## src/rtl/kw_pkg.sv

```systemverilog
package kw_pkg;
  localparam int CNT_W = 16;

  localparam logic [15:0] KEY_SVC_A  = 16'hA602;
  localparam logic [15:0] KEY_SVC_B  = 16'hB480;
  localparam logic [15:0] KEY_OPEN_A = 16'hC520;
  localparam logic [15:0] KEY_OPEN_B = 16'hD928;

  localparam int BIT_EN    = 7;
  localparam int BIT_ALLOW = 5;
  localparam int BIT_DONE  = 10;
  localparam int BIT_OPEN  = 11;

  typedef enum logic [1:0] {
    SEQ_IDLE = 2'd0,
    SEQ_SVC  = 2'd1,
    SEQ_OPEN = 2'd2
  } seq_e;

  typedef enum logic [1:0] {
    REG_CTRL = 2'd0,
    REG_KEY  = 2'd1,
    REG_LIM  = 2'd2,
    REG_WIN  = 2'd3
  } reg_e;

  function automatic logic early_service(input logic [CNT_W-1:0] cnt,
                                         input logic [CNT_W-1:0] win);
    return (win != '0) && (cnt < win);
  endfunction

  function automatic logic limit_match(input logic en,
                                       input logic [CNT_W-1:0] cnt,
                                       input logic [CNT_W-1:0] lim);
    return en && (cnt == lim);
  endfunction
endpackage

```

## src/rtl/kw_keyseq.sv

```systemverilog
module kw_keyseq
  import kw_pkg::*;
(
  input  logic        clk,
  input  logic        rst_n,
  input  logic        key_we,
  input  logic [15:0] key_val,
  output logic        svc_ev,
  output logic        open_ev
);
  seq_e st_q, st_d;

  always_comb begin
    st_d    = st_q;
    svc_ev  = 1'b0;
    open_ev = 1'b0;
    if (key_we) begin
      unique case (st_q)
        SEQ_IDLE: begin
          if (key_val == KEY_SVC_A)       st_d = SEQ_SVC;
          else if (key_val == KEY_OPEN_A) st_d = SEQ_OPEN;
        end
        SEQ_SVC: begin
          st_d   = SEQ_IDLE;
          svc_ev = (key_val == KEY_SVC_B);
        end
        SEQ_OPEN: begin
          st_d    = SEQ_IDLE;
          open_ev = (key_val == KEY_OPEN_B);
        end
        default: st_d = SEQ_IDLE;
      endcase
    end
  end

  always_ff @(posedge clk or negedge rst_n) begin
    if (!rst_n) st_q <= SEQ_IDLE;
    else        st_q <= st_d;
  end
endmodule

```

## src/rtl/kw_unlock.sv

```systemverilog
module kw_unlock #(
  parameter int OPEN_CYC = 128
) (
  input  logic clk,
  input  logic rst_n,
  input  logic open_req,
  input  logic allow,
  input  logic ctrl_wr,
  output logic open_grant,
  output logic is_open
);
  localparam int OW = $clog2(OPEN_CYC + 1);
  logic [OW-1:0] left_q;

  assign open_grant = open_req && allow;
  assign is_open    = (left_q != '0);

  always_ff @(posedge clk or negedge rst_n) begin
    if (!rst_n)                  left_q <= '0;
    else if (ctrl_wr && is_open) left_q <= '0;
    else if (open_grant)         left_q <= OW'(OPEN_CYC);
    else if (is_open)            left_q <= left_q - 1'b1;
  end
endmodule

```

## src/rtl/kw_counter.sv

```systemverilog
module kw_counter
  import kw_pkg::*;
(
  input  logic             clk,
  input  logic             rst_n,
  input  logic             en,
  input  logic [CNT_W-1:0] lim,
  input  logic [CNT_W-1:0] win,
  input  logic             svc,
  output logic [CNT_W-1:0] cnt,
  output logic             hit,
  output logic             viol,
  output logic             rst_req
);
  logic [CNT_W-1:0] cnt_q;

  assign cnt  = cnt_q;
  assign hit  = limit_match(en, cnt_q, lim);
  assign viol = en && svc && early_service(cnt_q, win);

  always_ff @(posedge clk or negedge rst_n) begin
    if (!rst_n) begin
      cnt_q   <= '0;
      rst_req <= 1'b0;
    end else begin
      rst_req <= hit || viol;
      if (!en || hit || svc) cnt_q <= '0;
      else                   cnt_q <= cnt_q + 1'b1;
    end
  end
endmodule

```

## src/rtl/keyguard_wdt.sv

```systemverilog
module keyguard_wdt
  import kw_pkg::*;
#(
  parameter int AW       = 4,
  parameter int DW       = 32,
  parameter int OPEN_CYC = 128,
  parameter int LIM_RST  = 'h400
) (
  input  logic          clk,
  input  logic          rst_n,
  input  logic [AW-1:0] bus_addr,
  input  logic [DW-1:0] bus_wdata,
  input  logic          bus_we,
  output logic [DW-1:0] bus_rdata,
  output logic          wdt_rst_req
);
  reg_e             sel;
  logic             wr_ctrl, wr_key, wr_lim, wr_win;
  logic             svc_ev, open_ev, open_grant, is_open;
  logic             en_q, allow_q, done_q;
  logic [CNT_W-1:0] lim_q, win_q, cnt;
  logic             hit, viol;
  wire              unused_bits = ^{bus_wdata[DW-1:CNT_W], bus_addr[1:0]};

  assign sel     = reg_e'(bus_addr[3:2]);
  assign wr_ctrl = bus_we && (sel == REG_CTRL);
  assign wr_key  = bus_we && (sel == REG_KEY);
  assign wr_lim  = bus_we && (sel == REG_LIM);
  assign wr_win  = bus_we && (sel == REG_WIN);

  kw_keyseq u_seq (
    .clk(clk), .rst_n(rst_n), .key_we(wr_key), .key_val(bus_wdata[15:0]),
    .svc_ev(svc_ev), .open_ev(open_ev)
  );

  kw_unlock #(.OPEN_CYC(OPEN_CYC)) u_unl (
    .clk(clk), .rst_n(rst_n), .open_req(open_ev), .allow(allow_q),
    .ctrl_wr(wr_ctrl), .open_grant(open_grant), .is_open(is_open)
  );

  kw_counter u_cnt (
    .clk(clk), .rst_n(rst_n), .en(en_q), .lim(lim_q), .win(win_q),
    .svc(svc_ev), .cnt(cnt), .hit(hit), .viol(viol), .rst_req(wdt_rst_req)
  );

  always_ff @(posedge clk or negedge rst_n) begin
    if (!rst_n) begin
      en_q    <= 1'b0;
      allow_q <= 1'b1;
      done_q  <= 1'b0;
      lim_q   <= CNT_W'(LIM_RST);
      win_q   <= '0;
    end else begin
      if (open_grant) done_q <= 1'b0;
      if (wr_ctrl && is_open) begin
        en_q    <= bus_wdata[BIT_EN];
        allow_q <= bus_wdata[BIT_ALLOW];
        done_q  <= 1'b1;
      end
      if (wr_lim && is_open) lim_q <= bus_wdata[CNT_W-1:0];
      if (wr_win && is_open) win_q <= bus_wdata[CNT_W-1:0];
    end
  end

  always_comb begin
    bus_rdata = '0;
    unique case (sel)
      REG_CTRL: begin
        bus_rdata[BIT_EN]    = en_q;
        bus_rdata[BIT_ALLOW] = allow_q;
        bus_rdata[BIT_DONE]  = done_q;
        bus_rdata[BIT_OPEN]  = is_open;
      end
      REG_KEY: bus_rdata[CNT_W-1:0] = cnt;
      REG_LIM: bus_rdata[CNT_W-1:0] = lim_q;
      REG_WIN: bus_rdata[CNT_W-1:0] = win_q;
      default: bus_rdata = '0;
    endcase
  end
endmodule

```

## config.mk

```make
export PLATFORM = sky130hd
export DESIGN_NAME = keyguard_wdt
export DESIGN_NICKNAME = d
export VERILOG_FILES = /design/src/rtl/kw_pkg.sv /design/src/rtl/kw_keyseq.sv /design/src/rtl/kw_unlock.sv /design/src/rtl/kw_counter.sv /design/src/rtl/keyguard_wdt.sv
export SDC_FILE = /design/constraint.sdc
export NUM_CORES = 1
export LEC_CHECK = 0
export BUFFER_PORTS_ARGS = -buffer_cell sky130_fd_sc_hd__clkbuf_2
export CORE_AREA = 2 2 85 87
export DETAILED_ROUTE_END_ITERATION = 8
export DIE_AREA = 0 0 87 89
export HOLD_SLACK_MARGIN = 0.1
export PLACE_DENSITY = 0.79
export SLEW_MARGIN = 20
export SYNTH_ARGS = -nofsm -noshare
export SYNTH_HDL_FRONTEND = slang
export SYNTH_SLANG_ARGS = --single-unit
```

## constraint.sdc

```tcl
create_clock -name clk -period 2.8 [get_ports clk]
set_clock_uncertainty 0.1 [all_clocks]
set_input_delay 0.56 -clock clk [delete_from_list [all_inputs] [get_ports clk]]
set_output_delay 0.56 -clock clk [all_outputs]
set_load 0.005 [all_outputs]
```

==> summary.md <==
| Metric | Value |
|---|---|
| Setup tns final | `0 ns` |
| HP Start | `bus_wdata[15]` |
| Dpl cell area | `between 0.003 and 0.004 mm2` |
| FF+latch area | `0.00155 mm2` |
| Part of the cycle the worst path needs | `95.5%` |
| Clock Latency Late Sink | `0.34 ns` |
| Endpoints failing hold | `0` |
| Seq/Total Area, Yosys | `a little over 40%` |
| Count of cell types in the netlist | `49` |
| Total global routing overflow | `0` |
| DRC | `0` |
| Min-Delay Path Class | `in -> reg` |
| Area leader, netlist | `dfrtp_1` |
| Post-DRT Antenna Nets | `0` |
| CTS tree | `done` |
| Slew @ Worst Pin | `roughly 1.1 ns` |
| Area growth, synth to finish | `10.9%` |
| FF+latch count, synth | `62` |
| Maximum fanout along the worst path | `4` |
| Worst Setup SP | `u_unl.left_q[3]` |
| Most used DFF post-synth | `dfrtp_1` |
| Worst IR drop on VDD | `303 uV` |
| Post-CTS Resized | `0` |
| Vias in the first global route | `2,747` |
| Vias | `2,916` |
| Fillers | `559` |
| RSZ-0062 raised after global routing | `no` |
| Wire length per cell | `17.3 um` |
| Root Buffer Master | `clkbuf_8` |
| Power Total | `0.00294 W` |
| Crit start category | `flip-flop` |
| Layout cells sized above 1 | `23.3%` |
| Final setup viols | `0` |
| Cells after Synth | `374` |
| Largest net degree at the start of global routing | `26` |
| Clock slew at reported path FFs | `0.07 ns` |
| Initial core utilization | `55.7%` |
| EDFF count, synth | `0` |
| Port buffer count | `37` |
| Synth top cells by count | `dfrtp_1, nand2_1, mux2_2, xor2_1, nor2_1` |
| Die width | `87 um` |
| Final Slew Violations | `0` |
| H-tree levels | `3` |
| CP arrival | `between 2 and 2.5 ns` |
| Synth warn | `0` |
| TritonCTS buffer count | `9` |
| Maxcap violations | `0` |
| CP endpoint kind | `primary output` |
| Dpl hpwl | `about 6.4 mm` |
| Total clock sinks | `62` |
| Initial antenna violation count | `0` |
| Crit path required time | `2.14 ns` |
| Syn avg cell area | `10.0 um2` |
| Max Clock Freq | `374 MHz` |
| Die area | `roughly 0.0077 mm2` |
| Die Ht | `89 um` |
| Global placer's final weighted congestion | `0.874` |
| Ports | `72` |
| Core box area | `0.00672 mm2` |
| Multi-input logic area | `~0.0020 mm2` |
| Static Leak | `1.93 nW` |
| First-pass DRT Iterations | `4` |
| FP Rows | `30` |
| DRT iter0 DRCs | `194` |
| First-pass GRT wire length | `13.9 mm` |
| # diodes | `0` |
| FF-to-FF Start | `u_unl.left_q[0]` |
| Post-synth top area share | `40.1%` |
| CTS Buffer Depth | `2` |
| Finished Core Util | `between 60 and 70%` |
| Outcome | `finished clean` |
| Ranking of synthesized cells by area | `dfrtp_1, mux2_2, xor2_1, ha_1, nand2_1` |
| Async S/R FF share, synth | `100%` |
| PwrDens | `709 mW/mm2` |
| Post-route cell area | `0.00415 mm2` |
| Cell with the most instances after synthesis | `dfrtp_1` |
| Fin nets | `471` |
| Routed WL | `8.67 mm` |
| Slew HR | `23.8%` |
| GRT Util Overall | `24.0%` |
| Vias/cell | `5.83` |
| Setup Crit Path Kind | `reg -> out` |
| Period minus WS final | `2.67 ns` |
| Mapped Area | `0.00374 mm2` |
## flip-flops by register name, indices dropped and copies added (netlist names)
| name | flops |
|---|---|
| allow_q | 1 |
| done_q | 1 |
| en_q | 1 |
| lim_q | 16 |
| u_cnt.cnt | 16 |
| u_cnt.rst_req | 1 |
| u_seq.st_q | 2 |
| u_unl.left_q | 8 |
| win_q | 16 |
## where the power goes
part           internal (W)  switching, W  total, W
clock network      0.000370      0.000335  0.000705
logic              0.000439      0.000450  0.000889
registers           0.00112      0.000226   0.00135
## final cells by class
type                       count  share of cell area (%)
clock inverter                 1                   0.121
tap                           80                    2.41
multi-input combinational    276                    48.0
inverter                      20                    1.81
clock buffer                  15                    4.01
sequential                    62                    37.5
timing repair buffer          46                    6.15
## cell usage in the layout, fill, tap and decap left out, drive strengths merged, types with 10 or more instances in the layout
| cell | n |
|---|---|
| dfrtp | 60 |
| clkbuf | 52 |
| nand2 | 34 |
| mux2 | 30 |
| xor2 | 27 |
| nor2 | 26 |
| inv | 20 |
| o21ai | 19 |
| ha | 17 |
| conb | 16 |
| a22o | 12 |
| nor4 | 10 |
| a21oi | 10 |
## path summary, 6_finish.rpt
check                             endpoint  slack, ns  cells after the start
max reg2reg                       win_q[4]       0.49                      7
max                          bus_rdata[11]       0.13                      5
min reg2reg                         done_q       0.39                      1
max in group asynchronous          allow_q       1.32                      3
min                              win_q[15]       0.35                      3
min in group asynchronous  u_unl.left_q[4]       0.56                      2
## logic make-up (layout without fill, tap and decap cells)
logic type,count (synthesis),after routing,share of synthesized area [%]
and+or+nand+nor,125,125,17.9
adders and majority gates,17,17,5.69
DFF,62,62,41.6
xor gates and xnor gates,32,32,7.49
other,1,16,0.100
buffers and inverters,51,82,6.82
AOI/OAI and AO/OA,51,51,8.77
muxes,35,35,11.7
## per-layer routing
layer  track usage, %  vias up  routed length (um)
li1                 -     1376                   -
met1             32.7     1415                3920
met2             37.3      107                3910
met3             4.62       18                 617
met4             11.1        0                 233
met5                0        -                   0
## critical path: stages (launching register included)
cell and delay (ns):
dfrtp_1 0.41, nor3_1 0.32, nand3b_1 0.17, nand2b_1 0.18
mux4_2 0.46, clkbuf_2 0.13
## repair_timing
action | 4_1_cts | 5_1_grt
setup buffers | 0 | 0
hold buffers | 1 | 0
endpoints found under the hold margin | 13 | 0
## through the flow
stage	setup WS (ns)	instances	hold slack [ns]
final	0.127	500	0.354
after global routing	0.0401	500	0.373
after CTS	0.108	500	0.342
after detailed placement	0.249	483	0.386
after global placement	0.228	483	0.360
after floorplan	0.345	389	0.164
No activity file was read; power rests on OpenSTA's default activity.
